<file path="config.mk">
export PLATFORM = sky130hd
export DESIGN_NAME = boot_cmd_engine
export DESIGN_NICKNAME = d
export VERILOG_FILES = /design/src/rtl/bce_pkg.sv /design/src/rtl/bce_operand_shift.sv /design/src/rtl/bce_tx_hold.sv /design/src/rtl/bce_controller.sv /design/src/rtl/boot_cmd_engine.sv
export SDC_FILE = /design/constraint.sdc
export NUM_CORES = 1
export LEC_CHECK = 0
export BUFFER_PORTS_ARGS = -buffer_cell sky130_fd_sc_hd__buf_4
export CAP_MARGIN = 10
export CELL_PAD_IN_SITES_DETAIL_PLACEMENT = 1
export CELL_PAD_IN_SITES_GLOBAL_PLACEMENT = 1
export CORE_UTILIZATION = 39
export DETAILED_ROUTE_END_ITERATION = 7
export GPL_ROUTABILITY_DRIVEN = 0
export HOLD_SLACK_MARGIN = 0.03
export PLACE_DENSITY_LB_ADDON = 0.12
export SLEW_MARGIN = 5
export SYNTH_ARGS = -nofsm -noshare
export SYNTH_HDL_FRONTEND = slang
export SYNTH_SLANG_ARGS = --single-unit
export TNS_END_PERCENT = 50
</file>
<file path="constraint.sdc">
create_clock -name clk -period 3.5 [get_ports clk]
set_clock_uncertainty 0.2 [all_clocks]
set_input_delay 0.35 -clock clk [delete_from_list [all_inputs] [get_ports clk]]
set_output_delay 0.35 -clock clk [all_outputs]
set_load 0.03 [all_outputs]
</file>
<file path="src/rtl/bce_pkg.sv">
// Package: shared state and opcode types plus character codes of the boot
// command engine. Assumes 8-bit characters on both byte streams.
package bce_pkg;
    localparam int BYTE_W = 8;

    typedef enum logic [3:0] {
        ST_WAKE,
        ST_CMD,
        ST_SEND,
        ST_ADDR,
        ST_DATA,
        ST_WRITE,
        ST_READ,
        ST_READ_WAIT,
        ST_SEND_WORD,
        ST_JUMP
    } state_e;

    typedef enum logic [1:0] {
        OP_IWR,
        OP_DWR,
        OP_DRD,
        OP_JMP
    } op_e;

    localparam logic [7:0] CH_WAKE  = 8'h48;
    localparam logic [7:0] CH_ACK   = 8'h4F;
    localparam logic [7:0] CH_IWR   = 8'h57;
    localparam logic [7:0] CH_IDONE = 8'h44;
    localparam logic [7:0] CH_DWR   = 8'h51;
    localparam logic [7:0] CH_DDONE = 8'h41;
    localparam logic [7:0] CH_DRD   = 8'h54;
    localparam logic [7:0] CH_DRESP = 8'h47;
    localparam logic [7:0] CH_JMP   = 8'h4A;
endpackage

</file>
<file path="src/rtl/bce_operand_shift.sv">
// Module: builds one operand from WORD_BYTES received bytes, first byte in the
// most significant position. Assumes shift_en is asserted only for bytes that
// belong to an operand. word_next is the operand value including the byte
// currently offered, so the caller can capture the complete operand in the
// same cycle that its last byte is taken.
module bce_operand_shift #(
    parameter int WORD_BYTES = 4
) (
    input  logic                         clk,
    input  logic                         rst_n,
    input  logic                         shift_en,
    input  logic [7:0]                   byte_in,
    output logic [WORD_BYTES*8-1:0]      word_next,
    output logic                         last_byte
);
    localparam int WORD_W = WORD_BYTES * 8;
    localparam int CNT_W  = (WORD_BYTES > 1) ? $clog2(WORD_BYTES) : 1;

    logic [WORD_W-1:0] word_q;
    logic [CNT_W-1:0]  cnt_q;

    // Combine the bytes collected so far with the incoming byte.
    always_comb begin
        word_next = (word_q << 8) | WORD_W'(byte_in);
        last_byte = (cnt_q == CNT_W'(WORD_BYTES - 1));
    end

    // Shift register and byte counter; the counter wraps after each operand.
    always_ff @(posedge clk) begin
        if (!rst_n) begin
            word_q <= '0;
            cnt_q  <= '0;
        end else if (shift_en) begin
            word_q <= word_next;
            cnt_q  <= last_byte ? '0 : cnt_q + 1'b1;
        end
    end

    AST_SHIFT_LOW_BYTE: assert property (@(posedge clk) disable iff (!rst_n)
        shift_en |=> (word_q[7:0] == $past(byte_in)))
        else $error("AST_SHIFT_LOW_BYTE");
    AST_COUNT_WRAP: assert property (@(posedge clk) disable iff (!rst_n)
        (shift_en && last_byte) |=> (cnt_q == '0))
        else $error("AST_COUNT_WRAP");
endmodule

</file>
<file path="src/rtl/bce_tx_hold.sv">
// Module: transmit holding register. It accepts a byte on load and presents
// it with tx_valid until the transmitter takes it. Assumes the controller
// loads only while the register is empty or in the cycle its byte is taken.
module bce_tx_hold (
    input  logic       clk,
    input  logic       rst_n,
    input  logic       load,
    input  logic [7:0] load_byte,
    input  logic       tx_ready,
    output logic       tx_valid,
    output logic [7:0] tx_data,
    output logic       done
);
    // A byte leaves in any cycle where valid meets ready.
    always_comb done = tx_valid && tx_ready;

    // Hold the byte until it is taken; a load in the same cycle refills it.
    always_ff @(posedge clk) begin
        if (!rst_n) begin
            tx_valid <= 1'b0;
            tx_data  <= '0;
        end else if (load) begin
            tx_valid <= 1'b1;
            tx_data  <= load_byte;
        end else if (done) begin
            tx_valid <= 1'b0;
        end
    end

    AST_TX_HOLD: assert property (@(posedge clk) disable iff (!rst_n)
        (tx_valid && !tx_ready) |=> (tx_valid && $stable(tx_data)))
        else $error("AST_TX_HOLD");
    AST_NO_OVERWRITE: assert property (@(posedge clk) disable iff (!rst_n)
        load |-> (!tx_valid || tx_ready))
        else $error("AST_NO_OVERWRITE");
endmodule

</file>
<file path="src/rtl/bce_controller.sv">
// Module: command sequencer. It decodes the wake-up and command bytes, steers
// operand bytes into the shifter, drives the memory strobes and the jump
// pulse, and chooses the reply bytes. Assumes the operand shifter and the
// transmit holding register sit beside it. A read returns its data one cycle
// after dmem_re.
module bce_controller
    import bce_pkg::*;
#(
    parameter int WORD_BYTES = 4
) (
    input  logic                    clk,
    input  logic                    rst_n,
    input  logic [7:0]              rx_data,
    input  logic                    rx_valid,
    output logic                    rx_ready,
    input  logic [WORD_BYTES*8-1:0] opnd_next,
    input  logic                    opnd_last,
    output logic                    opnd_shift,
    output logic                    tx_load,
    output logic [7:0]              tx_byte,
    input  logic                    tx_done,
    input  logic                    tx_busy,
    output logic                    imem_we,
    output logic                    dmem_we,
    output logic                    dmem_re,
    output logic [WORD_BYTES*8-1:0] addr,
    output logic [WORD_BYTES*8-1:0] wdata,
    input  logic [WORD_BYTES*8-1:0] dmem_rdata,
    output logic                    jump_req
);
    localparam int WORD_W = WORD_BYTES * 8;
    localparam int CNT_W  = (WORD_BYTES > 1) ? $clog2(WORD_BYTES) : 1;
    localparam int SH_W   = CNT_W + 4;

    state_e            state_q, state_n;
    state_e            ret_q, ret_n;
    op_e               op_q, op_n;
    logic [WORD_W-1:0] addr_q, wdata_q, rd_q;
    logic [CNT_W-1:0]  idx_q;
    logic              rx_fire;
    logic              idx_last;
    logic [SH_W-1:0]   sh_amt;
    logic [WORD_W-1:0] rd_shift;

    // The engine takes input only while it waits for a wake, command or operand byte.
    always_comb begin
        rx_ready   = (state_q == ST_WAKE) || (state_q == ST_CMD) ||
                     (state_q == ST_ADDR) || (state_q == ST_DATA);
        rx_fire    = rx_valid && rx_ready;
        opnd_shift = rx_fire && ((state_q == ST_ADDR) || (state_q == ST_DATA));
    end

    // Select the next read-data byte, least significant first.
    always_comb begin
        idx_last = (idx_q == CNT_W'(WORD_BYTES - 1));
        sh_amt   = SH_W'({idx_q, 3'b000}) + SH_W'(8);
        rd_shift = rd_q >> sh_amt;
    end

    // Next-state decode and reply selection.
    always_comb begin
        state_n = state_q;
        ret_n   = ret_q;
        op_n    = op_q;
        tx_load = 1'b0;
        tx_byte = 8'h00;
        case (state_q)
            ST_WAKE: begin
                if (rx_fire && rx_data == CH_WAKE) begin
                    tx_load = 1'b1;
                    tx_byte = CH_ACK;
                    state_n = ST_SEND;
                    ret_n   = ST_CMD;
                end
            end
            ST_CMD: begin
                if (rx_fire) begin
                    case (rx_data)
                        CH_IWR: begin
                            op_n    = OP_IWR;
                            tx_load = 1'b1;
                            tx_byte = CH_IWR;
                            state_n = ST_SEND;
                            ret_n   = ST_ADDR;
                        end
                        CH_DWR: begin
                            op_n    = OP_DWR;
                            tx_load = 1'b1;
                            tx_byte = CH_DWR;
                            state_n = ST_SEND;
                            ret_n   = ST_ADDR;
                        end
                        CH_DRD: begin
                            op_n    = OP_DRD;
                            state_n = ST_ADDR;
                        end
                        CH_JMP: begin
                            op_n    = OP_JMP;
                            state_n = ST_ADDR;
                        end
                        default: begin
                            tx_load = 1'b1;
                            tx_byte = CH_ACK;
                            state_n = ST_SEND;
                            ret_n   = ST_CMD;
                        end
                    endcase
                end
            end
            ST_SEND: begin
                if (tx_done) state_n = ret_q;
            end
            ST_ADDR: begin
                if (rx_fire && opnd_last) begin
                    case (op_q)
                        OP_IWR, OP_DWR: state_n = ST_DATA;
                        OP_DRD: begin
                            tx_load = 1'b1;
                            tx_byte = CH_DRESP;
                            state_n = ST_SEND;
                            ret_n   = ST_READ;
                        end
                        default: state_n = ST_JUMP;
                    endcase
                end
            end
            ST_DATA: begin
                if (rx_fire && opnd_last) state_n = ST_WRITE;
            end
            ST_WRITE: begin
                tx_load = 1'b1;
                tx_byte = (op_q == OP_IWR) ? CH_IDONE : CH_DDONE;
                state_n = ST_SEND;
                ret_n   = ST_CMD;
            end
            ST_READ: state_n = ST_READ_WAIT;
            ST_READ_WAIT: begin
                tx_load = 1'b1;
                tx_byte = dmem_rdata[7:0];
                state_n = ST_SEND_WORD;
            end
            ST_SEND_WORD: begin
                if (tx_done) begin
                    if (idx_last) begin
                        state_n = ST_CMD;
                    end else begin
                        tx_load = 1'b1;
                        tx_byte = rd_shift[7:0];
                    end
                end
            end
            ST_JUMP: state_n = ST_WAKE;
            default: state_n = ST_WAKE;
        endcase
    end

    // State, return-state and opcode registers.
    always_ff @(posedge clk) begin
        if (!rst_n) begin
            state_q <= ST_WAKE;
            ret_q   <= ST_WAKE;
            op_q    <= OP_IWR;
        end else begin
            state_q <= state_n;
            ret_q   <= ret_n;
            op_q    <= op_n;
        end
    end

    // Capture completed operands, read data and the transmit byte index.
    always_ff @(posedge clk) begin
        if (!rst_n) begin
            addr_q  <= '0;
            wdata_q <= '0;
            rd_q    <= '0;
            idx_q   <= '0;
        end else begin
            if (state_q == ST_ADDR && rx_fire && opnd_last) addr_q <= opnd_next;
            if (state_q == ST_DATA && rx_fire && opnd_last) wdata_q <= opnd_next;
            if (state_q == ST_READ_WAIT) begin
                rd_q  <= dmem_rdata;
                idx_q <= '0;
            end else if (state_q == ST_SEND_WORD && tx_done && !idx_last) begin
                idx_q <= idx_q + 1'b1;
            end
        end
    end

    // Strobes decoded from the state; address and data come from held registers.
    always_comb begin
        imem_we  = (state_q == ST_WRITE) && (op_q == OP_IWR);
        dmem_we  = (state_q == ST_WRITE) && (op_q == OP_DWR);
        dmem_re  = (state_q == ST_READ);
        jump_req = (state_q == ST_JUMP);
        addr     = addr_q;
        wdata    = wdata_q;
    end

    AST_IWE_PULSE: assert property (@(posedge clk) disable iff (!rst_n)
        imem_we |=> !imem_we) else $error("AST_IWE_PULSE");
    AST_DWE_PULSE: assert property (@(posedge clk) disable iff (!rst_n)
        dmem_we |=> !dmem_we) else $error("AST_DWE_PULSE");
    AST_WE_EXCL: assert property (@(posedge clk) disable iff (!rst_n)
        !(imem_we && dmem_we)) else $error("AST_WE_EXCL");
    AST_JUMP_PULSE: assert property (@(posedge clk) disable iff (!rst_n)
        jump_req |=> (!jump_req && rx_ready)) else $error("AST_JUMP_PULSE");
    AST_JUMP_SILENT: assert property (@(posedge clk) disable iff (!rst_n)
        jump_req |-> !tx_busy) else $error("AST_JUMP_SILENT");
    AST_NO_RX_WHILE_TX: assert property (@(posedge clk) disable iff (!rst_n)
        !(rx_ready && tx_busy)) else $error("AST_NO_RX_WHILE_TX");
    AST_READ_SAMPLE: assert property (@(posedge clk) disable iff (!rst_n)
        dmem_re |=> (!dmem_re && !rx_ready && $stable(addr))) else $error("AST_READ_SAMPLE");
    AST_READ_REPLY_FIRST: assert property (@(posedge clk) disable iff (!rst_n)
        $rose(dmem_re) |-> !tx_busy) else $error("AST_READ_REPLY_FIRST");
endmodule

</file>
<file path="src/rtl/boot_cmd_engine.sv">
// Module: top of the UART boot command engine. It joins the command
// sequencer, the operand shifter and the transmit holding register, and
// fans the held address and data out to both memory ports. Assumes byte
// streams with valid/ready handshakes and a data memory with one cycle of
// read latency.
module boot_cmd_engine #(
    parameter int WORD_BYTES = 4
) (
    input  logic                    clk,
    input  logic                    rst_n,
    input  logic [7:0]              rx_data,
    input  logic                    rx_valid,
    output logic                    rx_ready,
    output logic [7:0]              tx_data,
    output logic                    tx_valid,
    input  logic                    tx_ready,
    output logic                    imem_we,
    output logic [WORD_BYTES*8-1:0] imem_addr,
    output logic [WORD_BYTES*8-1:0] imem_wdata,
    output logic                    dmem_we,
    output logic                    dmem_re,
    output logic [WORD_BYTES*8-1:0] dmem_addr,
    output logic [WORD_BYTES*8-1:0] dmem_wdata,
    input  logic [WORD_BYTES*8-1:0] dmem_rdata,
    output logic                    jump_req,
    output logic [WORD_BYTES*8-1:0] jump_target
);
    localparam int WORD_W = WORD_BYTES * 8;

    logic [WORD_W-1:0] opnd_next;
    logic              opnd_last;
    logic              opnd_shift;
    logic              tx_load;
    logic [7:0]        tx_byte;
    logic              tx_done;
    logic [WORD_W-1:0] addr;
    logic [WORD_W-1:0] wdata;

    bce_operand_shift #(.WORD_BYTES(WORD_BYTES)) u_shift (
        .clk       (clk),
        .rst_n     (rst_n),
        .shift_en  (opnd_shift),
        .byte_in   (rx_data),
        .word_next (opnd_next),
        .last_byte (opnd_last)
    );

    bce_tx_hold u_tx (
        .clk       (clk),
        .rst_n     (rst_n),
        .load      (tx_load),
        .load_byte (tx_byte),
        .tx_ready  (tx_ready),
        .tx_valid  (tx_valid),
        .tx_data   (tx_data),
        .done      (tx_done)
    );

    bce_controller #(.WORD_BYTES(WORD_BYTES)) u_ctrl (
        .clk        (clk),
        .rst_n      (rst_n),
        .rx_data    (rx_data),
        .rx_valid   (rx_valid),
        .rx_ready   (rx_ready),
        .opnd_next  (opnd_next),
        .opnd_last  (opnd_last),
        .opnd_shift (opnd_shift),
        .tx_load    (tx_load),
        .tx_byte    (tx_byte),
        .tx_done    (tx_done),
        .tx_busy    (tx_valid),
        .imem_we    (imem_we),
        .dmem_we    (dmem_we),
        .dmem_re    (dmem_re),
        .addr       (addr),
        .wdata      (wdata),
        .dmem_rdata (dmem_rdata),
        .jump_req   (jump_req)
    );

    // Both memory ports and the jump target share the held operand registers.
    always_comb begin
        imem_addr   = addr;
        imem_wdata  = wdata;
        dmem_addr   = addr;
        dmem_wdata  = wdata;
        jump_target = addr;
    end

    AST_RESET_QUIET: assert property (@(posedge clk)
        !rst_n |=> (!tx_valid && !imem_we && !dmem_we && !dmem_re && !jump_req && rx_ready))
        else $error("AST_RESET_QUIET");
endmodule

</file>
==> flow_summary_export.csv, run 1 <==
group,metric,value,unit
synthesis,syn_inst,773,
pwr,p_leak,3.47,nW
placement,hpwlAfterDp,12700,µm
global_routing,gr-usage-met2,40.2,%
floorplanning,core,0.0158,mm²
timing,slew_violations,0,
worst_hold_path,min_path_type,"primary input to flop",
timing,max_freq,0.363,GHz
floorplanning,dieWidth,129,µm
synthesis,yosys.area.top_type,"dfxtp_1",
timing,period_share,78.7,%
placement,placedCellCount,1067,
synthesis,ys_seq_elements,134,
pwr,pwr-share-comb,9.2,%
pwr,p_clk_share,48.4,%
clock_tree,ctsResizeCount,0,
clock_tree,cts.sinks,134,
placement,io_buffer_count,217,
timing,worst_slew_pin_slew,1190,ps
finish,instances_no_fill,1128,
critical_path,crit_type,"flop to flop",
floorplanning,num_rows,46,
global_routing,grtUsageMet1,26.1,%
finish,final_area,0.00820,mm²
global_routing,track_usage,22.1,%
critical_path,max_stage_delay,960,ps
critical_path,r2r-end,"u_ctrl.wdata[19]",
critical_path,path_max_fanout,32,
floorplanning,dieArea,0.0167,mm²
global_routing,antenna_found_initial,0,
global_routing,gr-usage-met3,4.05,%
global_routing,grt_pass1_vias,5528,
route,post_drt_wl_per_cell,16.4,µm
run,maxCapViolCount,0,
critical_path,start_kind,"flop",
timing,setup_viol,0,
route,vias,5661,
timing,setup_slack,746,ps
critical_path,crit_required,3630,ps
clock_tree,clockBufferDepth,2,
global_routing,grt_pass1_wl,28600,µm
pwr,irDropWorstVdd,0.000339,V
clock_tree,cts_root_buf,"clkbuf_16",
pwr,powerDensity,461,mW/mm²
critical_path,crit_end,"u_ctrl.wdata[19]",
critical_path,cp_slowest_cell,"or4_1",
critical_path,crit_arrival,2890,ps
clock_tree,cts_tree,"built",
floorplanning,io_pins,218,
timing,grt_setup_unrepaired,"no",
pwr,p_int,2.89,mW
route,drt_iter0_markers,217,
pwr,seq_power_share,42.4,%
route,viasPerCell,5.02,
synthesis,async_flop_share,0,%
synthesis,yosysSeqAreaShare,42.5,%
critical_path,critPathLaunch,"u_ctrl.state_q[1]",
synthesis,avgSynthCellArea,8.17,µm²
critical_path,reg2reg_from,"u_ctrl.state_q[1]",
timing,finalSetupTns,0,ps
critical_path,r2r_cells,4,
synthesis,synth_edf_count,0,
synthesis,syn_area,0.00631,mm²
synthesis,synthFlopType,"dfxtp_1",
synthesis,synth_fp_nets,819,
placement,place_area,0.00731,mm²
finish,layout_common_cells,"buf_4 (226), nand2_1 (204), dfxtp_1 (134)",
timing,hold_viol,0,
pwr,total_power,3.78,mW
placement,pre_cts_ws,800,ps
global_routing,grt_most_used_layer,"met2",
synthesis,ys_types,64,
floorplanning,chipHeight,129,µm
route,drtPass1Iterations,4,
clock_tree,cts.clk_slew.worst_paths,60,ps
synthesis,post_synth_main_area_contributors,"dfxtp_1 (42%), buf_4 (12%), nand2_1 (12%)",
global_routing,gr-total-overflow,0,
critical_path,rrSetupSlack,750,ps
global_routing,grt_max_degree,88,
floorplanning,start_util,39.9,%
pwr,p_sw,0.891,mW
synthesis,synth_top_area_share,42.5,%
timing,slew_headroom,20.5,%
critical_path,cp_cell_sequence,"nand2b_1 > or4_1 > nand2_1 > a21oi_1",
critical_path,setup.worst_path.end_class,"flop",
finish,fillers,1918,
timing,period_needed,2750,ps
finish,final_common_cell,"buf_4",
pwr,switching_share,23.6,%
synthesis,ys_warn_count,0,
route,drc_errors,0,
finish,diodes,0,
route,routed_wl,18500,µm
clock_tree,insertion_delay,420,ps
finish,area_delta_synth_final,29.9,%
clock_tree,cts_buffers,17,
status,status,"completed",
route,antenna_left,0,
finish,drive_above_1_share,29.7,%
finish,final_nets,945,
clock_tree,cts.htree.levels,4,
-- Yosys cell counts, drive strengths merged, types with 3 or more instances --
cell	n
a211oi	4
a21oi	101
a22oi	4
a31oi	3
and2	4
and4bb	3
buf	127
clkbuf	21
dfxtp	134
inv	4
mux2i	36
nand2	205
nand2b	7
nand3	7
nand3b	3
nor2	38
nor2b	3
nor3	7
nor4	5
nor4b	3
o21a	3
o21ai	3
o22ai	11
-- metrics by stage --
| stage | util [%] | hold WS, ps |
|---|---|---|
| after floorplan | - | 235 |
| after global routing | 51.8 | 38.7 |
| after detailed placement | 46.2 | 254 |
| after CTS | 51.8 | 34.2 |
| after global placement | 46.2 | 243 |
| final | 51.8 | 35.0 |
-- critical path, delay by kind of cell, from the launching register on --
family	cells	cell delay [ps]
AO/OA/AOI/OAI	1	220
AND/OR/NAND/NOR	3	1480
flip-flops	1	760
-- what timing repair did --
action | 4_1_cts | 5_1_grt
hold endpoints to repair | 34 | 0
setup buffers | 0 | 0
hold buffers | 29 | 0
-- sequential cells by signal, indices dropped and copies added, names as in the netlist, 3 cells and up --
| signal | cells |
|---|---|
| u_ctrl.addr | 32 |
| u_ctrl.rd_q | 24 |
| u_tx.tx_data | 8 |
| u_ctrl.ret_q | 3 |
| u_ctrl.wdata | 32 |
| u_shift.word_q | 24 |
| u_ctrl.state_q | 4 |
-- worst min path at each step --
stage                          startpoint           endpoint  slack [ps]  depth (start not counted)
after floorplan           u_ctrl.ret_q[2]    u_ctrl.ret_q[2]         230                          2
after global placement    u_ctrl.rd_q[10]    u_ctrl.rd_q[10]         240                          2
after detailed placement  u_ctrl.rd_q[19]    u_ctrl.rd_q[19]         250                          2
after CTS                      rx_data[0]     u_ctrl.addr[0]          30                          3
after global routing           rx_data[0]     u_ctrl.addr[0]          40                          3
final                          rx_data[0]  u_shift.word_q[0]          40                          3
-- layer usage --
metal,vias up,part of all wire (%)
met1,2740,42
met5,-,0
met3,26,4.3
met4,0,1.5
li1,2745,-
met2,150,52
-- logic make-up after synthesis --
| group | share of synthesized area [%] |
|---|---|
| simple gates | 21.1 |
| xor+xnor | 0.277 |
| flops | 42.5 |
| fa+ha+maj | 0.396 |
| compound gates | 14.2 |
| mux | 5.71 |
| buf+inv | 15.9 |
-- cell type report --
type / instances / area [µm²] / area share [%]
clock buffer: 25 / 485 / 5.92
clock inverter: 7 / 119 / 1.45
inverter: 4 / 17.5 / 0.214
multi-input combinational: 487 / 2640 / 32.2
sequential: 134 / 2680 / 32.7
tap: 216 / 270 / 3.29
timing repair buffer: 255 / 1990 / 24.2
-- power groups by stage --
stage	clock, mW	combinational, mW	sequential, mW
global route	1.94	0.379	1.61
detailed placement	0	0.321	1.63
CTS	1.86	0.349	1.60
global placement	0	0.314	1.63
finish	1.83	0.349	1.60
floorplan	0	0.261	1.59
Note: power is estimated with default switching activity, not from simulation.
==> inputs of run 2 (changes only) <==
--- a/config.mk
+++ b/config.mk
@@ -9,7 +9,7 @@
 export CAP_MARGIN = 10
 export CELL_PAD_IN_SITES_DETAIL_PLACEMENT = 1
 export CELL_PAD_IN_SITES_GLOBAL_PLACEMENT = 1
-export CORE_UTILIZATION = 39
+export CORE_UTILIZATION = 36
 export DETAILED_ROUTE_END_ITERATION = 7
 export GPL_ROUTABILITY_DRIVEN = 0
 export HOLD_SLACK_MARGIN = 0.03
==> constraint.sdc (replaced) <==
create_clock -name clk -period 2.8 [get_ports clk]
set_clock_uncertainty 0.2 [all_clocks]
set_input_delay 0.28 -clock clk [delete_from_list [all_inputs] [get_ports clk]]
set_output_delay 0.28 -clock clk [all_outputs]
set_load 0.03 [all_outputs]
==> run 2 against run 1 <==
Count of clock-buffer cells in the layout decreased by 6. Worst setup slack got worse by 570 ps. Routed wire length about the same. Via count increased by 0.69%. Combinational power increased by 30%. First-iteration DRC count increased by 13%. Non-clock buffer count increased by 14. Critical path type is now flop to primary output. Critical endpoint is now dmem_we. Largest power group unchanged.
==> flow_summary_export.csv, run 2 (synthesis gave the netlist of run 1 again) <==
group,metric,value,unit
clock_tree,cts.sinks,134,
critical_path,setup.worst_path.end_class,"primary output",
pwr,p_leak,3.53,nW
global_routing,grt_most_used_layer,"met2",
status,status,"completed",
placement,hpwlAfterDp,12800,µm
timing,worst_slew_pin_slew,761,ps
critical_path,r2r_cells,5,
clock_tree,cts_buffers,17,
timing,hold_viol,0,
worst_hold_path,hold_depth,4,
global_routing,gr-usage-met2,38.1,%
placement,io_buffer_count,217,
finish,layout_common_cells,"buf_4 (229), nand2_1 (204), dfxtp_1 (134)",
clock_tree,clockBufferDepth,2,
floorplanning,start_util,36.6,%
global_routing,gr-usage-met3,4.12,%
clock_tree,ctsResizeCount,0,
floorplanning,dieWidth,134,µm
global_routing,gr-total-overflow,0,
critical_path,rrSetupSlack,380,ps
global_routing,antenna_found_initial,0,
timing,slew_violations,0,
clock_tree,cts.clk_slew.worst_paths,60,ps
clock_tree,cts-hold-fix-buffers,38,
clock_tree,cts_tree,"built",
global_routing,track_usage,21.0,%
finish,final_util,48.4,%
timing,finalSetupTns,0,ps
timing,period_needed,2620,ps
finish,drive_above_1_share,30.3,%
timing,max_freq,0.382,GHz
finish,final_nets,959,
finish,diodes,0,
route,viasPerCell,4.95,
critical_path,r2r-end,"u_ctrl.rd_q[27]",
floorplanning,dieArea,0.0181,mm²
floorplanning,num_rows,48,
route,vias,5700,
floorplanning,io_pins,218,
critical_path,crit_required,2320,ps
route,antenna_left,0,
route,drt_iter0_markers,246,
clock_tree,cts_setup_buffers,0,
pwr,powerDensity,553,mW/mm²
worst_hold_path,min_delay_worst_endpoint,"u_tx.tx_data[1]",
clock_tree,cts_root_buf,"clkbuf_16",
timing,setup_viol,0,
timing,grt_setup_unrepaired,"no",
finish,area_delta_synth_final,32.0,%
global_routing,grtUsageMet1,24.4,%
worst_hold_path,hold_path_startpoint,"dmem_rdata[1]",
floorplanning,core,0.0172,mm²
global_routing,grt_pass1_wl,29600,µm
critical_path,start_kind,"flop",
pwr,irDropWorstVdd,0.000444,V
critical_path,path_max_fanout,20,
route,drtPass1Iterations,4,
route,routed_wl,18500,µm
route,drc_errors,0,
worst_hold_path,min_path_type,"primary input to flop",
global_routing,grt_max_degree,52,
timing,period_share,93.6,%
critical_path,crit_arrival,2140,ps
critical_path,reg2reg_from,"u_ctrl.state_q[0]",
global_routing,grt_pass1_vias,5754,
clock_tree,insertion_delay,420,ps
floorplanning,chipHeight,134,µm
clock_tree,cts.htree.levels,4,
run,maxCapViolCount,0,
finish,final_common_cell,"buf_4",
timing,slew_headroom,49.2,%
route,post_drt_wl_per_cell,16.1,µm
critical_path,crit_type,"flop to primary output",
run 2: cell types whose count changed in the layout (fill, tap and decap cells not counted), sizes merged:
cell and delta:
buf +5, inv +6, clkbuf -6, bufinv -2
clkinv +2, dlygate4sd3 +9
run 2: per-stage QoR:
stage                     hold slack, ps  cell area, µm²  instances  worst slack [ps]  total power, mW
final                               58.1            8330       1151               179             4.61
after global routing                83.8            8330       1151              70.3             4.77
after CTS                           52.8            8330       1151               170             4.64
after detailed placement             249            7380       1081               446             2.45
after global placement               243            7380       1081               578             2.44
after floorplan                      212            6310        773               505             2.32
run 2: cell type report:
type / instances / area [µm²]
Tap cell: 225 / 282
Clock inverter: 13 / 118
Timing Repair Buffer: 269 / 2140
Fill cell: 2029 / 8900
Inverter: 4 / 17.5
Clock buffer: 19 / 453
Sequential cell: 134 / 2680
Multi-Input combinational cell: 487 / 2640
run 2: power by group:
group	internal, mW	switching (mW)
sequential	1.93	0.0734
combinational	0.216	0.237
clock	1.28	0.876
total	3.43	1.19
run 2: routing by layer:
| layer | routed length (µm) | vias up |
|---|---|---|
| li1 | - | 2780 |
| met1 | 7900 | 2738 |
| met2 | 9590 | 159 |
| met3 | 791 | 23 |
| met4 | 261 | 0 |
| met5 | 0 | - |
run 2: worst max path at each step:
| stage | startpoint | end | slack (ps) | cells past startpoint |
|---|---|---|---|---|
| floorplan | u_ctrl.state_q[2] | dmem_we | 510 | 4 |
| global placement | u_ctrl.state_q[2] | u_ctrl.wdata[26] | 580 | 5 |
| detailed placement | u_ctrl.state_q[0] | u_ctrl.rd_q[29] | 450 | 5 |
| CTS | u_ctrl.state_q[0] | dmem_we | 170 | 3 |
| global route | u_ctrl.state_q[0] | dmem_we | 70 | 3 |
| finish | u_ctrl.state_q[0] | dmem_we | 180 | 3 |
run 2: worst max-delay path, cell delays in order (launching register included):
cell and delay, ps:
dfxtp_1 780, nand3b_1 300, nor4b_1 410, buf_4 230
==> inputs of run 3 (changes only) <==
--- a/config.mk
+++ b/config.mk
@@ -5,12 +5,12 @@
 export SDC_FILE = /design/constraint.sdc
 export NUM_CORES = 1
 export LEC_CHECK = 0
-export BUFFER_PORTS_ARGS = -buffer_cell sky130_fd_sc_hd__buf_4
 export CAP_MARGIN = 10
 export CELL_PAD_IN_SITES_DETAIL_PLACEMENT = 1
 export CELL_PAD_IN_SITES_GLOBAL_PLACEMENT = 1
-export CORE_UTILIZATION = 36
+export CORE_UTILIZATION = 46
 export DETAILED_ROUTE_END_ITERATION = 7
+export DONT_BUFFER_PORTS = 1
 export GPL_ROUTABILITY_DRIVEN = 0
 export HOLD_SLACK_MARGIN = 0.03
 export PLACE_DENSITY_LB_ADDON = 0.12
==> constraint.sdc (replaced) <==
create_clock -name clk -period 3.25 [get_ports clk]
set_clock_uncertainty 0.2 [all_clocks]
set_input_delay 0.325 -clock clk [delete_from_list [all_inputs] [get_ports clk]]
set_output_delay 0.325 -clock clk [all_outputs]
set_load 0.03 [all_outputs]
==> run 3 against run 2 <==
Sequential share of layout area grew 7.9 points. Final cell count shrank 23%. Cell area shrank 20%. Register-to-register slack lost 20 ps. Core utilization grew 1.9 points. Routed wire length shrank 10%. Critical path depth grew 3. Sequential cell count is the same. Die area shrank 21%. Combinational power shrank 21%. Total power shrank 13%.
==> flow_summary_export.csv, run 3 (synthesis gave the netlist of run 1 again) <==
group,metric,value,unit
status,status,"completed",
clock_tree,cts.htree.levels,4,
pwr,p_leak,2.39,nW
placement,io_buffer_count,0,
finish,final_common_cell,"nand2_1",
timing,hold_viol,0,
critical_path,setup.worst_path.end_class,"flop",
route,vias,4836,
timing,period_share,88.8,%
global_routing,gr-total-overflow,0,
floorplanning,core,0.0133,mm²
floorplanning,dieArea,0.0142,mm²
pwr,total_power,4.01,mW
finish,layout_common_cells,"nand2_1 (204), dfxtp_1 (134), a21oi_1 (101)",
critical_path,crit_type,"flop to flop",
floorplanning,num_rows,42,
global_routing,antenna_found_initial,0,
finish,diodes,0,
placement,placedCellCount,815,
global_routing,grt_max_degree,56,
clock_tree,insertion_delay,430,ps
finish,drive_above_1_share,8.58,%
critical_path,crit_arrival,3050,ps
global_routing,grt_pass1_vias,4960,
clock_tree,clockBufferDepth,2,
critical_path,path_max_fanout,20,
route,post_drt_wl_per_cell,18.8,µm
worst_hold_path,min_path_type,"primary input to flop",
clock_tree,cts_buffers,17,
floorplanning,dieWidth,119,µm
pwr,irDropWorstVdd,0.000345,V
timing,max_freq,0.347,GHz
clock_tree,cts_tree,"built",
floorplanning,chipHeight,119,µm
timing,period_needed,2890,ps
finish,final_area,0.00669,mm²
finish,fillers,1554,
route,routed_wl,16600,µm
timing,slew_violations,0,
timing,grt_setup_unrepaired,"no",
route,drc_errors,0,
timing,setup_viol,0,
floorplanning,io_pins,218,
clock_tree,cts_setup_buffers,0,
global_routing,track_usage,24.1,%
global_routing,grt_pass1_wl,26400,µm
route,viasPerCell,5.45,
route,drtPass1Iterations,4,
finish,regArea,0.00268,mm²
finish,final_nets,744,
timing,slew_headroom,37.9,%
route,antenna_left,0,
clock_tree,cts.clk_slew.worst_paths,60,ps
finish,final_util,50.3,%
run,maxCapViolCount,0,
critical_path,rrSetupSlack,360,ps
finish,area_delta_synth_final,5.90,%
critical_path,crit_required,3420,ps
clock_tree,cts_root_buf,"clkbuf_16",
placement,place_area,0.00569,mm²
finish,multi_input_area,0.00266,mm²
floorplanning,start_util,47.5,%
timing,finalSetupTns,0,ps
pwr,powerDensity,600,mW/mm²
finish,instances_no_fill,887,
placement,hpwlAfterDp,10700,µm
route,drt_iter0_markers,250,
clock_tree,cts.sinks,134,
critical_path,start_kind,"flop",
timing,worst_slew_pin_slew,930,ps
-- run 3: cell count changes in the layout (fill, tap and decap cells not counted), moves of 2 or more --
cell | previous run | this run
inv_6 | 6 | 0
clkbuf_1 | 0 | 4
buf_4 | 229 | 13
dlygate4sd3_1 | 38 | 40
bufinv_16 | 1 | 3
-- run 3: layout make-up --
type | instances | share of cell area [%]
clock buffers | 23 | 7.00
repair buffers | 54 | 7.75
clock inverters | 9 | 1.87
flip-flops and latches | 134 | 40.1
multi-input cells | 487 | 39.7
well taps | 176 | 3.29
inverters | 4 | 0.243
-- run 3: path summary, 6_finish.rpt --
kind / from / end / cells past startpoint
max: u_ctrl.state_q[0] / u_tx.tx_valid / 6
min: rx_data[4] / u_tx.tx_data[3] / 3
max reg2reg: u_ctrl.state_q[0] / u_tx.tx_valid / 6
min reg2reg: u_ctrl.rd_q[10] / u_ctrl.rd_q[10] / 2
-- run 3: what timing repair did --
action / in CTS / in global routing
gates resized for setup: 0 / 1
endpoints found under the hold margin: 62 / 0
setup endpoints to repair: 0 / 1
hold buffers: 40 / 0
-- run 3: where the power goes --
| part | total (mW) | leakage [nW] | internal [mW] | switching [mW] |
|---|---|---|---|---|
| clock network | 1.95 | 0.287 | 1.24 | 0.709 |
| logic | 0.360 | 1.02 | 0.151 | 0.208 |
| registers | 1.70 | 1.08 | 1.67 | 0.0359 |
| total | 4.01 | 2.39 | 3.06 | 0.953 |
-- run 3: metrics by stage --
stage          worst slack, ps  hold slack (ps)
2_1_floorplan              910              235
3_3_place_gp               602              244
3_5_place_dp               452              248
4_1_cts                    114             30.9
5_1_grt                    145             52.4
6_report                   365             40.8
-- run 3: worst max-delay path, cell delays in order (launching register included) --
cell           delay, ps
dfxtp_1              770
nor4b_2              500
nand2_1              180
o221ai_4             260
nand2b_4             240
o21a_1               130
dlygate4sd3_1        530
-- run 3: per-layer routing --
metal | track usage, % | up-vias | share of wire [%]
met3 | 7.04 | 33 | 5.8
met5 | 0 | - | 0
met1 | 27.7 | 2320 | 41
met4 | 9.41 | 0 | 2.0
li1 | - | 2347 | -
met2 | 41.8 | 136 | 51
